==> src/rtl/seqmask_pkg.sv <==
package seqmask_pkg;
    typedef enum logic [1:0] {
        SM_IDLE = 2'd0,
        SM_UP   = 2'd1,
        SM_DN   = 2'd2,
        SM_TMO  = 2'd3
    } sm_state_e;
endpackage

==> src/rtl/seqmask_chan.sv <==
module seqmask_chan
    import seqmask_pkg::*;
#(
    parameter int TMO_W = 16
) (
    input  logic             clk,
    input  logic             rst_n,
    input  logic             tick_ms,
    input  logic             up_req,
    input  logic             dn_req,
    input  logic             up_en,
    input  logic             dn_en,
    input  logic             up_sel,
    input  logic             dn_sel,
    input  logic             above_off,
    input  logic             uvlf_raw,
    input  logic             tmo_clr,
    input  logic [TMO_W-1:0] tmo_lim,
    output logic             mask_on,
    output logic             tmo_flag
);
    localparam int CW = TMO_W + 1;

    typedef struct packed {
        sm_state_e        st;
        logic [TMO_W-1:0] cnt;
    } chan_s;

    chan_s cur_q, nxt_d;
    logic  rel_up, rel_dn, rel_now, last_tick, lim_zero;

    always_comb begin
        nxt_d     = cur_q;
        rel_up    = up_sel ? !uvlf_raw : above_off;
        rel_dn    = dn_sel ? uvlf_raw : !above_off;
        rel_now   = (cur_q.st == SM_UP) ? rel_up : rel_dn;
        lim_zero  = (tmo_lim == '0);
        last_tick = tick_ms && (({1'b0, cur_q.cnt} + CW'(1)) >= {1'b0, tmo_lim});
        case (cur_q.st)
            SM_IDLE: begin
                nxt_d.cnt = '0;
                if (!lim_zero) begin
                    if (up_req && up_en)      nxt_d.st = SM_UP;
                    else if (dn_req && dn_en) nxt_d.st = SM_DN;
                end
            end
            SM_UP, SM_DN: begin
                if (rel_now || lim_zero) begin
                    nxt_d.st  = SM_IDLE;
                    nxt_d.cnt = '0;
                end else if (last_tick) begin
                    nxt_d.st  = SM_TMO;
                    nxt_d.cnt = '0;
                end else if (tick_ms) begin
                    nxt_d.cnt = cur_q.cnt + TMO_W'(1);
                end
            end
            default: begin
                nxt_d.cnt = '0;
                if (tmo_clr) nxt_d.st = SM_IDLE;
            end
        endcase
    end

    always_ff @(posedge clk or negedge rst_n) begin
        if (!rst_n) begin
            cur_q.st  <= SM_IDLE;
            cur_q.cnt <= '0;
        end else begin
            cur_q <= nxt_d;
        end
    end

    assign mask_on  = (cur_q.st == SM_UP) || (cur_q.st == SM_DN);
    assign tmo_flag = (cur_q.st == SM_TMO);
endmodule

==> src/rtl/seqmask_gate.sv <==
module seqmask_gate #(
    parameter int NCH = 3
) (
    input  logic [NCH-1:0] mask_on,
    input  logic [NCH-1:0] uvhf_i,
    input  logic [NCH-1:0] uvlf_i,
    input  logic [NCH-1:0] ovhf_i,
    input  logic [NCH-1:0] ovlf_i,
    output logic [NCH-1:0] uvhf_o,
    output logic [NCH-1:0] uvlf_o,
    output logic [NCH-1:0] ovhf_o,
    output logic [NCH-1:0] ovlf_o
);
    for (genvar g = 0; g < NCH; g++) begin : g_ch
        assign uvhf_o[g] = uvhf_i[g] && !mask_on[g];
        assign uvlf_o[g] = uvlf_i[g] && !mask_on[g];
        assign ovhf_o[g] = ovhf_i[g] && !mask_on[g];
        // slow overvoltage path is never suppressed
        assign ovlf_o[g] = ovlf_i[g];
    end
endmodule

==> src/rtl/seq_automask.sv <==
module seq_automask #(
    parameter int NCH   = 3,
    parameter int TMO_W = 16
) (
    input  logic             clk,
    input  logic             rst_n,
    input  logic             tick_ms,
    input  logic [NCH-1:0]   up_req,
    input  logic [NCH-1:0]   dn_req,
    input  logic [NCH-1:0]   up_mask_en,
    input  logic [NCH-1:0]   dn_mask_en,
    input  logic [NCH-1:0]   up_rel_sel,
    input  logic [NCH-1:0]   dn_rel_sel,
    input  logic [TMO_W-1:0] tmo_ms,
    input  logic [NCH-1:0]   tmo_clr,
    input  logic [NCH-1:0]   above_off,
    input  logic [NCH-1:0]   uvhf_i,
    input  logic [NCH-1:0]   uvlf_i,
    input  logic [NCH-1:0]   ovhf_i,
    input  logic [NCH-1:0]   ovlf_i,
    output logic [NCH-1:0]   uvhf_o,
    output logic [NCH-1:0]   uvlf_o,
    output logic [NCH-1:0]   ovhf_o,
    output logic [NCH-1:0]   ovlf_o,
    output logic [NCH-1:0]   seq_tmo
);
    logic [NCH-1:0] mask_on;

    for (genvar g = 0; g < NCH; g++) begin : g_chan
        seqmask_chan #(.TMO_W(TMO_W)) u_chan (
            .clk       (clk),
            .rst_n     (rst_n),
            .tick_ms   (tick_ms),
            .up_req    (up_req[g]),
            .dn_req    (dn_req[g]),
            .up_en     (up_mask_en[g]),
            .dn_en     (dn_mask_en[g]),
            .up_sel    (up_rel_sel[g]),
            .dn_sel    (dn_rel_sel[g]),
            .above_off (above_off[g]),
            .uvlf_raw  (uvlf_i[g]),
            .tmo_clr   (tmo_clr[g]),
            .tmo_lim   (tmo_ms),
            .mask_on   (mask_on[g]),
            .tmo_flag  (seq_tmo[g])
        );
    end

    seqmask_gate #(.NCH(NCH)) u_gate (
        .mask_on (mask_on),
        .uvhf_i  (uvhf_i),
        .uvlf_i  (uvlf_i),
        .ovhf_i  (ovhf_i),
        .ovlf_i  (ovlf_i),
        .uvhf_o  (uvhf_o),
        .uvlf_o  (uvlf_o),
        .ovhf_o  (ovhf_o),
        .ovlf_o  (ovlf_o)
    );
endmodule

==> config.mk <==
export PLATFORM = sky130hd
export DESIGN_NAME = seq_automask
export DESIGN_NICKNAME = d
export VERILOG_FILES = /design/src/rtl/seqmask_pkg.sv /design/src/rtl/seqmask_chan.sv /design/src/rtl/seqmask_gate.sv /design/src/rtl/seq_automask.sv
export SDC_FILE = /design/constraint.sdc
export NUM_CORES = 1
export LEC_CHECK = 0
export BUFFER_PORTS_ARGS = -buffer_cell sky130_fd_sc_hd__buf_2
export CORE_ASPECT_RATIO = 1.2
export CORE_MARGIN = 2
export CORE_UTILIZATION = 30
export DETAILED_ROUTE_END_ITERATION = 8
export SYNTH_ARGS = -nofsm -noshare
export SYNTH_HDL_FRONTEND = slang
export SYNTH_SLANG_ARGS = --single-unit
==> constraint.sdc <==
create_clock -name clk -period 3.1 [get_ports clk]
set_input_delay 0.62 -clock clk [delete_from_list [all_inputs] [get_ports clk]]
set_output_delay 0.62 -clock clk [all_outputs]
set_load 0.02 [all_outputs]
### Word-level counts from Yosys, hierarchy flattened

Cells that the tools add are included.

* add/sub/neg operators: 6
* $lt $le $gt $ge: 3
* equality and inequality tests: 21
* muxes and demuxes: 36
* reduce and logical (&&, ||, !) cells: 46

Operators with widths (number)
* $pmux W18 S2: 3
* $mux W16: 6
* $mux W18: 3
* $add A16 B1 Y17 const B: 3
* $ge A17 B16 Y1: 3
* $add A16 B1 Y16 const B: 3
* $mux W2: 15
* $logic_and A1 B1 Y1: 18
* $ne A3 B1 Y1 const B: 6
* $logic_not A16 Y1: 1
* $eq A2 B2 Y1 const B: 6
* $ne A4 B2 Y1 const B: 3
* $reduce_and A4 Y1: 3
* $logic_not A1 Y1: 9
* $mux W1: 9
* $reduce_bool A3 Y1: 3
* $eq A2 B1 Y1 const B: 3
* $logic_not A2 Y1: 3
* $logic_or A1 B1 Y1: 6
* $ne A2 B2 Y1 const B: 3
* $reduce_or A2 Y1: 3

* flip-flop bits (word level): 54
* input port bits: 55
* output and inout port bits: 15
* word-level logic and storage cells: 118

### Logic depth before layout (Yosys ltp)

* depth in word-level cells: 6
* gate-level depth with buffers: 16
* gate-level depth less buffers: 14

### By module

From an unflattened synthesis, not the netlist that was laid out.

* cells, all modules: 586
* area total of the unflattened synthesis: 5188.7 um^2

Modules (own cells, without submodules)
* seqmask_chan at g_chan[1].u_chan: times used 1, cells an instance 207, area an instance 1736.7 um^2, sequential area each 450.4 um^2
* seqmask_chan at g_chan[0].u_chan: times used 1, cells an instance 185, area an instance 1689.1 um^2, sequential area each 450.4 um^2
* seqmask_chan at g_chan[2].u_chan: times used 1, cells an instance 182, area an instance 1684.1 um^2, sequential area each 450.4 um^2
* seqmask_gate: times used 1, cells an instance 12, area an instance 78.8 um^2, sequential area each 0.0 um^2

### Least setup slack after synthesis

Ideal clock, no wire load.

* path type: reg2reg
* from: reg g_chan[1].u_chan.cur_q[0] (netlist name)
* to: reg g_chan[1].u_chan.cur_q[16] (netlist name)
* data arrival time: 3.041 ns
* data required time: 2.975 ns
* path slack: -0.065 ns
* cell stages (with the launch flop): 15
* buffers on the path: 1
* cells stage by stage: dfrtp_1 > ha_1 > and4_1 > nand2b_1 > clkbuf_1 > nor2_1 > xnor2_1 > inv_1 > ha_1 > a21oi_1 > nor2_1 > a2111oi_1 > a221oi_1 > o21ai_1 > mux2_2

* word-level cells in the longest chain between the ends: 5

Ends and longest elaborated chain
* start, declared: line seqmask_chan.sv:29 `chan_s cur_q, nxt_d;`
* start signal, assigned: line seqmask_chan.sv:70 `cur_q <= nxt_d;`
* $add A16 B1 Y17: line seqmask_chan.sv:38 `last_tick = tick_ms && (({1'b0, cur_q.cnt} + CW'(1)) >= {1'b0, tmo_lim});`
* $ge A17 B16 Y1: line seqmask_chan.sv:38
* $logic_and A1 B1 Y1: line seqmask_chan.sv:38
* $ne A3 B1 Y1 (no line)
* $reduce_and A4 Y1 (no line)

Every way passes these cells.
A chain may end at the register's enable or synchronous reset.

### Worst setup path in the final report

* from: reg g_chan[1].u_chan.cur_q[1] (netlist name)
* to: reg g_chan[1].u_chan.cur_q[0] (netlist name)

* word-level cells in the longest chain between the ends: 6
* elaborated cells between the ends (all ways): 7

Ends and longest elaborated chain
* $add A16 B1 Y17 *: line seqmask_chan.sv:38
* $ge A17 B16 Y1 *: line seqmask_chan.sv:38
* $logic_and A1 B1 Y1 *: line seqmask_chan.sv:38
* $mux W16: line seqmask_chan.sv:51 `end else if (last_tick) begin`
* $mux W18: line seqmask_chan.sv:48 `if (rel_now || lim_zero) begin`
* $pmux W18 S2: line seqmask_chan.sv:39 `case (cur_q.st)`

Mark *: on every way between the ends. The rest lies on a longest branch, timed or not.

==> metrics.txt <==
status=finished, final reports clean; RSZ-0062 raised after global routing=yes; number of hold violations in the final report=0; max FFs per register=54; Post-synth EDFFs=0; Peak VDD IR=around 0.00024 V; Crit. path cell count=12; TritonCTS clock tree=yes; largest net degree at the start of global routing=39; # DRC=0; Final Wtd Congestion=around 0.86; Setup violations, final=0; Fillers=1,666; Pwr per Cell Area=~440 mW/mm2; Avg Cell Area, Syn=roughly 8.4 um2; R2R cell count=12; hpwl dp=around 10,000 um; P_leak=about 3.3 nW; Worst-path clk slew=approximately 70 ps; Tmin final=about 3000 ps; area of the multi-input gates=0.00378 mm2; Slew headroom=a little under two fifths; CP Launch Type=register; Tcrit/Tclk final=about 97%; family with the most delay on the worst path=simple AND/OR/NAND/NOR gates; die width=~120 um; largest register by flop count=g_chan.u_chan.cur_q; # IOs=70; number of global-route vias before repair=4,236; Placement Rows=51; drt wl/cell=14.9 um; Core Footprint=between 0.015 and 0.02 mm2; Arr. time, crit path=between 3000 and 4000 ps; post-route cell area=roughly 0.0066 mm2; post-DR vias/cell=around 5; drt total wl=13,700 um; Util after Layout=between 40% and 50%; H-tree Lvls=2; biggest regs=g_chan.u_chan.cur_q (54); Placement Cell Area=roughly 0.0059 mm2; Syn Std Cell Area=between 0.005 and 0.006 mm2; total of warnings raised by yosys=0; sequential share of the synthesized area=between 20 and 30%; Distinct cells, synth=58; die area=roughly 0.018 mm2; ys flop type=dfrtp_1; First-pass DRT Iterations=4; FF/Latch Area=roughly 0.0014 mm2; HP Class=primary input to async pin; final net count=about 830; Worst Setup EP=g_chan[1].u_chan.cur_q[0]; Tightest Pin Transition=931 ps; CP max-delay cell=or4_1; initial antenna violation count=0; Via Count=approximately 4,700; Post-CTS Hold Buffers=0; Async SR Flop Fraction=100%; Clock Sinks=54; layout cells sized above 1=around a third; Worst setup EP type=register; max incr delay on CP=between 500 and 600 ps; Worst Setup SP=g_chan[1].u_chan.cur_q[1]; FF-to-FF End=g_chan[1].u_chan.cur_q[0]; cts bufs inserted=5; first-pass GRT wire length=approximately 21,000 um; Critical Path, Cell by Cell=ha_2 -> and4_4 -> nand2b_4 -> buf_6 -> xnor2_2 -> ha_1 -> a21oi_2 -> o221ai_2 -> a2111oi_4 -> a221oi_4 -> or4_1 -> nand2_1; total global routing overflow=0; largest fanout on the critical path=5; root buffer cell=clkbuf_16; Cells after Synth=around 600; Reg2Reg Setup Slack=slightly below 100 ps; clock latency on the worst-skew pair=around 300 ps; starting density of the core=between 30% and 40%; Max clock buf depth=2; Detail Route Antenna Nets=0; Layout Skew=about 9.5 ps; Slew Viols, Final=0; GRT Util Overall=about 15%; RR Startpoint=g_chan[1].u_chan.cur_q[1]; crit path buf inv count=1; max_cap viols=0; critical path data required time=around 3300 ps; Layout Area Growth over Synthesis=32.2%; Die Y=between 100 and 150 um; Synth Register Bits=54; WS Path Type=register to register; antenna cells=0; fmax=~330 MHz; Mapped Nets=718; Initial DRC Count=282; port bufs=63
[cell type report]
type | instances | share of cell area, %
multi-input combinational | 459 | 56.9
sequential | 54 | 20.4
timing repair buffer | 135 | 13.3
tap | 212 | 4.00
inverter | 56 | 3.17
clock buffer | 7 | 2.15
clock inverter | 1 | 0.0754
[layout by cell type (no fill, tap or decap), types with 6 or more instances in the layout]
| cell type | Yosys | final |
|---|---|---|
| nand2_1 | 82 | 79 |
| buf_4 | 6 | 67 |
| buf_2 | 12 | 63 |
| ha_1 | 62 | 56 |
| dfrtp_1 | 54 | 54 |
| inv_1 | 56 | 53 |
| nand3_1 | 29 | 23 |
| a21oi_1 | 25 | 18 |
| xnor2_1 | 23 | 16 |
| xor2_1 | 19 | 16 |
| o31ai_2 | 10 | 16 |
| nor2b_1 | 15 | 15 |
| nand4_1 | 14 | 14 |
| nor2_1 | 18 | 12 |
| a21o_1 | 12 | 12 |
| o21ai_1 | 10 | 12 |
| o21ai_0 | 14 | 11 |
| nand2b_1 | 9 | 8 |
| o31ai_1 | 16 | 8 |
| nor3_1 | 11 | 7 |
| a21oi_2 | 0 | 7 |
| or3_1 | 7 | 7 |
| xnor2_2 | 0 | 6 |
[cell usage after synthesis, types with 6 or more instances]
library cell,count,area share (%)
xnor2_1,23,4.0
and3_1,9,1.1
nor2b_1,15,1.9
o21ai_0,14,1.4
nand2_1,82,6.1
a21oi_1,25,2.5
or3_1,7,0.87
a211oi_1,6,0.90
nor3_1,11,1.1
nor4_1,8,1.0
nand2b_1,9,1.1
ha_1,62,15
o31ai_1,16,2.4
inv_1,56,4.2
nand3_1,29,2.9
buf_2,12,1.2
dfrtp_1,54,27
buf_4,6,0.90
a21o_1,12,1.8
nand4_1,14,1.7
o31ai_2,10,2.5
xor2_1,19,3.3
nor2_1,18,1.3
clkbuf_1,7,0.52
o21ai_1,10,1.0
[power breakdown]
part           switching, mW  internal (mW)
clock                  0.264          0.322
combinational          0.873          0.634
sequential            0.0561          0.765
[worst min-delay path by stage]
stage | slack, ps | endpoint | startpoint | cells past startpoint
2_1_floorplan | 320 | g_chan[0].u_chan.cur_q[0] | rst_n | 0
3_3_place_gp | 520 | g_chan[2].u_chan.cur_q[14] | g_chan[2].u_chan.cur_q[14] | 2
3_5_place_dp | 520 | g_chan[2].u_chan.cur_q[15] | g_chan[2].u_chan.cur_q[15] | 2
4_1_cts | 500 | g_chan[2].u_chan.cur_q[9] | rst_n | 1
5_1_grt | 540 | g_chan[2].u_chan.cur_q[9] | rst_n | 1
6_report | 470 | g_chan[0].u_chan.cur_q[15] | rst_n | 1
[per-stage QoR]
step                      hold slack, ps  TNS (ps)  cells  total power [mW]  setup WS, ps
final                                467         0    924              2.91          97.2
after global routing                 540      -670    924              3.11         -65.7
after CTS                            499         0    908              2.85          4.95
after detailed placement             523      -111    897              2.24         -24.0
after global placement               516     -58.4    897              2.23         -29.1
after floorplan                      324         0    601              1.80          39.9
[timing repair]
| item | in CTS | in global routing |
|---|---|---|
| endpoints found under the setup margin | 15 | 53 |
| pin swaps | 2 | 39 |
| resized for setup | 3 | 84 |
| setup buffers | 3 | 16 |
[per-layer routing]
metal | global-route usage, % | share of wire, %
met1 | 20.8 | 47
met2 | 23.7 | 47
met3 | 1.96 | 4.2
met4 | 3.74 | 1.7
met5 | 0 | 0
[worst reg2reg max path: stages (launching register included)]
cell and delay (ps):
dfrtp_1 400, ha_2 200, and4_4 230, nand2b_4 80, buf_6 130, xnor2_2 120, ha_1 340, a21oi_2 170
o221ai_2 130, a2111oi_4 410, a221oi_4 140, or4_1 520, nand2_1 80
[logic make-up (layout without fill, tap and decap cells)]
family | count (synthesis) | in the layout | share of synthesized area [%]
mux | 7 | 7 | 1.72
buf+inv | 88 | 199 | 7.68
simple gates | 222 | 222 | 22.8
flops | 54 | 54 | 26.9
fa+ha+maj | 62 | 62 | 15.4
xor+xnor | 42 | 42 | 7.33
compound gates | 126 | 126 | 18.1
Power figures use the tool's default switching activity.
